==> config.mk <==
export PLATFORM = sky130hd
export DESIGN_NAME = aq_top
export DESIGN_NICKNAME = d
export VERILOG_FILES = /design/src/rtl/aq_pkg.sv /design/src/rtl/aq_ctrl.sv /design/src/rtl/aq_dpath.sv /design/src/rtl/aq_top.sv
export SDC_FILE = /design/constraint.sdc
export NUM_CORES = 1
export LEC_CHECK = 0
export BUFFER_PORTS_ARGS = -buffer_cell sky130_fd_sc_hd__clkbuf_2
export CORE_MARGIN = 3
export CORE_UTILIZATION = 58
export CTS_CLUSTER_DIAMETER = 100
export DETAILED_ROUTE_END_ITERATION = 10
export GPL_TIMING_DRIVEN = 0
export PLACE_DENSITY_LB_ADDON = 0.15
export SETUP_SLACK_MARGIN = 0.05
export SYNTH_ARGS = -nofsm -noshare
export SYNTH_HDL_FRONTEND = slang
export SYNTH_SLANG_ARGS = --single-unit
==> constraint.sdc <==
create_clock -name clk -period 3.4 [get_ports clk]
set_clock_uncertainty 0.2 [all_clocks]
set_input_delay 0.17 -clock clk [delete_from_list [all_inputs] [get_ports clk]]
set_output_delay 0.17 -clock clk [all_outputs]
set_load 0.05 [all_outputs]
==> src/rtl/aq_pkg.sv <==
package aq_pkg;
  typedef enum logic [1:0] {
    AQ_NONE = 2'b00,
    AQ_LOW  = 2'b01,
    AQ_HIGH = 2'b10,
    AQ_INV  = 2'b11
  } aqAct_t;

  typedef struct packed {
    logic drvHigh;
    logic drvLow;
    logic invert;
  } aqStrobe_t;

  localparam int CFG_W = 12;

  function automatic aqStrobe_t aqResolve(
    input logic [CFG_W-1:0] cfg,
    input logic evZ, input logic evP,
    input logic evAu, input logic evAd,
    input logic evBu, input logic evBd,
    input logic os, input logic [1:0] osAct,
    input logic [1:0] cont);
    aqStrobe_t st;
    logic [1:0] act;
    act = AQ_NONE;
    // lowest priority first; later hits overwrite
    if (evZ  && cfg[1:0]   != 2'b00) act = cfg[1:0];
    if (evP  && cfg[3:2]   != 2'b00) act = cfg[3:2];
    if (evAu && cfg[5:4]   != 2'b00) act = cfg[5:4];
    if (evAd && cfg[7:6]   != 2'b00) act = cfg[7:6];
    if (evBu && cfg[9:8]   != 2'b00) act = cfg[9:8];
    if (evBd && cfg[11:10] != 2'b00) act = cfg[11:10];
    if (os && osAct != 2'b00) act = osAct;
    if (cont == 2'b01) act = AQ_LOW;
    if (cont == 2'b10) act = AQ_HIGH;
    st.drvHigh = (act == AQ_HIGH);
    st.drvLow  = (act == AQ_LOW);
    st.invert  = (act == AQ_INV);
    return st;
  endfunction
endpackage

==> src/rtl/aq_ctrl.sv <==
module aq_ctrl
  import aq_pkg::*;
#(
  parameter int CNT_W = 16
) (
  input  logic                   clk,
  input  logic                   rstN,
  input  logic                   evZero,
  input  logic                   evPeriod,
  input  logic                   countUp,
  input  logic [CNT_W-1:0]       cnt,
  input  logic                   cmpAWr,
  input  logic                   cmpBWr,
  input  logic [CNT_W-1:0]       cmpWrData,
  input  logic                   shadowEn,
  input  logic [1:0][CFG_W-1:0]  actCfg,
  input  logic [1:0]             oneShot,
  input  logic [1:0][1:0]        oneShotAct,
  input  logic [1:0][1:0]        contForce,
  output aqStrobe_t [1:0]        strb
);
  logic [CNT_W-1:0] cmpAAct, cmpBAct, cmpASh, cmpBSh;
  logic matchA, matchB;

  always_ff @(posedge clk or negedge rstN) begin
    if (!rstN) begin
      cmpAAct <= '0;
      cmpBAct <= '0;
      cmpASh  <= '0;
      cmpBSh  <= '0;
    end else if (shadowEn) begin
      if (evZero) begin
        cmpAAct <= cmpASh;
        cmpBAct <= cmpBSh;
      end
      if (cmpAWr) cmpASh <= cmpWrData;
      if (cmpBWr) cmpBSh <= cmpWrData;
    end else begin
      if (cmpAWr) cmpAAct <= cmpWrData;
      if (cmpBWr) cmpBAct <= cmpWrData;
    end
  end

  assign matchA = (cnt == cmpAAct);
  assign matchB = (cnt == cmpBAct);

  for (genvar ch = 0; ch < 2; ch++) begin : g_chan
    always_comb begin
      strb[ch] = aqResolve(actCfg[ch], evZero, evPeriod,
                           matchA && countUp, matchA && !countUp,
                           matchB && countUp, matchB && !countUp,
                           oneShot[ch], oneShotAct[ch], contForce[ch]);
    end

    a_r2_single_action: assert property (@(posedge clk) disable iff (!rstN)
      $onehot0({strb[ch].drvHigh, strb[ch].drvLow, strb[ch].invert}));
    a_r7_force_high: assert property (@(posedge clk) disable iff (!rstN)
      (contForce[ch] == 2'b10) |-> strb[ch].drvHigh);
  end

  a_r8_direct_write: assert property (@(posedge clk) disable iff (!rstN)
    (!shadowEn && cmpAWr) |=> cmpAAct == $past(cmpWrData));
  a_r9_shadow_commit: assert property (@(posedge clk) disable iff (!rstN)
    (shadowEn && evZero) |=> cmpBAct == $past(cmpBSh));
endmodule

==> src/rtl/aq_dpath.sv <==
module aq_dpath
  import aq_pkg::*;
(
  input  logic             clk,
  input  logic             rstN,
  input  aqStrobe_t [1:0]  strb,
  output logic [1:0]       pwm
);
  for (genvar ch = 0; ch < 2; ch++) begin : g_out
    always_ff @(posedge clk or negedge rstN) begin
      if (!rstN)                pwm[ch] <= 1'b0;
      else if (strb[ch].drvHigh) pwm[ch] <= 1'b1;
      else if (strb[ch].drvLow)  pwm[ch] <= 1'b0;
      else if (strb[ch].invert)  pwm[ch] <= ~pwm[ch];
    end

    a_r1_reset_low: assert property (@(posedge clk) disable iff (!rstN)
      $rose(rstN) |-> !pwm[ch]);
    a_r10_high_next: assert property (@(posedge clk) disable iff (!rstN)
      strb[ch].drvHigh |=> pwm[ch]);
    a_r10_low_next: assert property (@(posedge clk) disable iff (!rstN)
      strb[ch].drvLow |=> !pwm[ch]);
    a_r10_invert_next: assert property (@(posedge clk) disable iff (!rstN)
      strb[ch].invert |=> pwm[ch] != $past(pwm[ch]));
    a_r7_hold_idle: assert property (@(posedge clk) disable iff (!rstN)
      !(strb[ch].drvHigh || strb[ch].drvLow || strb[ch].invert) |=> $stable(pwm[ch]));
  end
endmodule

==> src/rtl/aq_top.sv <==
module aq_top
  import aq_pkg::*;
#(
  parameter int CNT_W = 16
) (
  input  logic             clk,
  input  logic             rstN,
  input  logic             evZero,
  input  logic             evPeriod,
  input  logic             countUp,
  input  logic [CNT_W-1:0] cnt,
  input  logic             cmpAWr,
  input  logic             cmpBWr,
  input  logic [CNT_W-1:0] cmpWrData,
  input  logic             shadowEn,
  input  logic [11:0]      actCfgA,
  input  logic [11:0]      actCfgB,
  input  logic             oneShotA,
  input  logic [1:0]       oneShotActA,
  input  logic             oneShotB,
  input  logic [1:0]       oneShotActB,
  input  logic [1:0]       contForceA,
  input  logic [1:0]       contForceB,
  output logic             pwmA,
  output logic             pwmB
);
  aqStrobe_t [1:0] strb;
  logic [1:0]      pwm;

  aq_ctrl #(.CNT_W(CNT_W)) i_ctrl (
    .clk(clk), .rstN(rstN), .evZero(evZero), .evPeriod(evPeriod),
    .countUp(countUp), .cnt(cnt), .cmpAWr(cmpAWr), .cmpBWr(cmpBWr),
    .cmpWrData(cmpWrData), .shadowEn(shadowEn),
    .actCfg({actCfgB, actCfgA}), .oneShot({oneShotB, oneShotA}),
    .oneShotAct({oneShotActB, oneShotActA}),
    .contForce({contForceB, contForceA}), .strb(strb)
  );

  aq_dpath i_dpath (.clk(clk), .rstN(rstN), .strb(strb), .pwm(pwm));

  assign pwmA = pwm[0];
  assign pwmB = pwm[1];
endmodule

==> impl_metrics.csv <==
group,metric,value,unit
route,routed-wl-met2,4.52,mm
final_layout,area_growth,27.8,%
synth,async_flop_share,1.00,
clocking,clk_path_buf_depth,2,
place,place_congestion,0.884,
route,top_layer,"met4",
timing,setup_tns,0,ns
timing,finalCritPeriodShare,0.866,
timing,fin_crit,2.94,ns
setup_path,crit_path_max_fanout,3,
synth,synth_nets,409,
power,p_leak,0.00195,uW
route,drt_pass1_iterations,4,
floorplanning,die_h,82.1,um
grt,grt_overflow,0,
grt,grt_pass1_vias,2861,
timing,max_freq,340,MHz
place,dpl.hpwl,6.09,mm
final_layout,drive_above_1_share,0.282,
place,placed_area,3820,um2
timing,hold_viol_final,0,
final_layout,multiInputGateArea,1620,um2
clocking,post_cts_buffers,0,
power,powerDensity,518,nW/um2
grt,grt_pass1_wl,13.5,mm
synth,synth_commonest_cells,"dfrtp_1, nand2_1, o21ai_0",
power,vdd_drop_max,0.422,mV
floorplanning,die_w,82.1,um
floorplanning,initial_utilization,0.606,
floorplanning,placeableCoreArea,5540,um2
clocking,cts_root_buf,"clkbuf_8",
setup_path,path_cells,"xor2_1 > nor4_1 > nand4_1 > o21ai_0 > a221oi_2 > o31ai_1 > dlygate4sd3_1 > nand2_1",
timing,worst_pin_slew,0.886,ns
final_layout,nets,516,
setup_path,cp-end-kind,"register",
run,drv_cap,0,
setup_path,startpoint_type,"register",
timing,setup_violations,0,
route,wl_met3,619,um
setup_path,critPathRequiredTime,3.43,ns
clocking,cts_tree,"built",
route,drc_errors,0,
timing,finalMaxSlewViolations,0,
place,place_ws,1.14,ns
route,drt-total-wl,8.86,mm
min_path,hold_path_depth,3,
setup_path,rr_worst_depth,8,
route,drtIter0Drc,160,
status,status,"completed",
final_layout,diodes,0,
place,io_buffers,74,
clocking,clock_latency,0.35,ns
synth,synthDistinctLibCells,33,
route,ant_nets,0,
route,wire_per_inst,17.1,um
clocking,cts_made_buffers,9,
timing,setup_slack,0.456,ns
synth,synth_warnings,0,
synth,yosysMostFrequentCell,"dfrtp_1",
timing,slew_headroom,0.409,
synth,synth_edf_count,0,
synth,synthCells,335,
synth,yosysSeqAreaShare,0.492,
synth,synth.area.top_cells,"dfrtp_1, mux2_2, xor2_1, o21ai_0, a21oi_1",
floorplanning,num_rows,27,
synth,yosys_register_bits,66,
grt,track_usage,0.273,
synth,yosys.area.top_type_share,0.492,
grt,grt_antenna_before_repair,0,
final_layout,nFillCells,387,
clocking,clk_pin_slew,0.08,ns
synth,synth_area,3360,um2
clocking,cts_resized,0,
setup_path,arrival,2.97,ns
setup_path,max_stage_delay,0.60,ns
floorplanning,die_area,6740,um2
synth,synth_flop_cell,"dfrtp_1",
synth,synth.avg_cell_area,10.0,um2
clocking,htree_levels,3,
setup_path,crit_path_top_delay_cell,"dlygate4sd3_1",
synth,yosys.area.top_type,"dfrtp_1",
clocking,ctsHoldBuffers,22,
final_layout,seqCellArea,1650,um2
timing,finalHoldWorstSlack,0.0564,ns
setup_path,critPathKind,"register to register",
grt,grt_max_degree,67,
min_path,hp-class,"input port to register",
floorplanning,pin_count,76,
final_layout,final_cell_area,4290,um2
route,vias,2971,
clocking,clock-sinks,66,
route,wirelength_met1,3.58,mm
route,post_drt_via_cell_ratio,5.72,
timing,rsz0062_at_grt,"no",
==> metrics by stage <==
step	instances	util	power (uW)
detailed placement	481	0.690	1380
CTS	519	0.775	2220
finish	519	0.775	2220
floorplan	335	-	1220
global placement	481	0.689	1360
global route	519	0.775	2310
==> layout make-up <==
class	count	area share
inverter	6	0.00525
sequential	66	0.385
timing repair buffer	96	0.138
clock buffer	9	0.0289
buffer	17	0.0152
tap	72	0.0210
multi-input combinational	246	0.377
clock inverter	7	0.0294
==> flip-flops by register name, indices dropped and copies added (netlist names) <==
signal / flops
i_ctrl.cmpBAct: 16
i_ctrl.cmpAAct: 16
i_ctrl.cmpASh: 16
i_ctrl.cmpBSh: 16
i_dpath.pwm: 2
==> routing by layer <==
layer / GRT usage / up-vias
li1: - / 1399
met1: 0.336 / 1465
met2: 0.466 / 95
met3: 0.0553 / 12
met4: 0.116 / 0
met5: 0 / -
==> path summary, 6_finish.rpt <==
check / start / end / slack [ns]
setup reg to reg: i_ctrl.cmpAAct[3] / i_dpath.pwm[0] / 0.46
setup / recovery: i_ctrl.cmpAAct[3] / i_dpath.pwm[0] / 0.46
max in group asynchronous: rstN / i_ctrl.cmpBAct[7] / 2.13
min in group asynchronous: rstN / i_ctrl.cmpBSh[14] / 0.30
hold reg to reg: i_ctrl.cmpBAct[8] / i_ctrl.cmpBAct[8] / 0.30
hold / removal: cmpBWr / i_ctrl.cmpBAct[15] / 0.06
==> cells in the final DEF (no fill, tap or decap), types with 3 or more instances in the layout <==
| cell type | Yosys | final |
|---|---|---|
| nor2b_1 | 16 | 16 |
| clkbuf_2 | 0 | 73 |
| nand2_1 | 43 | 43 |
| inv_1 | 6 | 6 |
| nor2_1 | 5 | 5 |
| mux2i_1 | 3 | 3 |
| nor4_1 | 8 | 8 |
| nand2b_1 | 3 | 3 |
| bufinv_16 | 0 | 3 |
| clkbuf_1 | 14 | 14 |
| a211oi_1 | 3 | 3 |
| dfrtp_1 | 66 | 66 |
| a21oi_1 | 35 | 35 |
| xor2_1 | 32 | 32 |
| mux2_2 | 32 | 32 |
| a31oi_1 | 5 | 5 |
| o21ai_0 | 40 | 40 |
| dlygate4sd3_1 | 0 | 22 |
| clkbuf_8 | 0 | 9 |
==> where the power goes <==
part	leakage, uW	total (uW)	internal [uW]	switching (uW)
clock	0.000122	821	494	326
sequential	0.000796	978	903	75.2
combinational	0.00104	424	196	228
==> cell families (layout without fill, tap and decap cells) <==
family / Yosys count / after routing / synth area share
buffers and inverters: 23 / 135 / 0.0261
adder cells (fa/ha/maj): 1 / 1 / 0.00335
AO/OA/AOI/OAI: 96 / 96 / 0.161
AND/OR/NAND/NOR: 82 / 82 / 0.118
multiplexers: 35 / 35 / 0.116
flip-flops: 66 / 66 / 0.492
XOR/XNOR: 32 / 32 / 0.0835
==> worst max-delay path: cells and delay by family (launching register included) <==
family / cells / cell delay (ns)
AND/OR/NAND/NOR: 3 / 0.79
AO/OA/AOI/OAI: 3 / 0.67
buffers and inverters: 1 / 0.60
XOR/XNOR: 1 / 0.16
flip-flops: 1 / 0.40
Note: power is estimated with default switching activity, not from simulation.
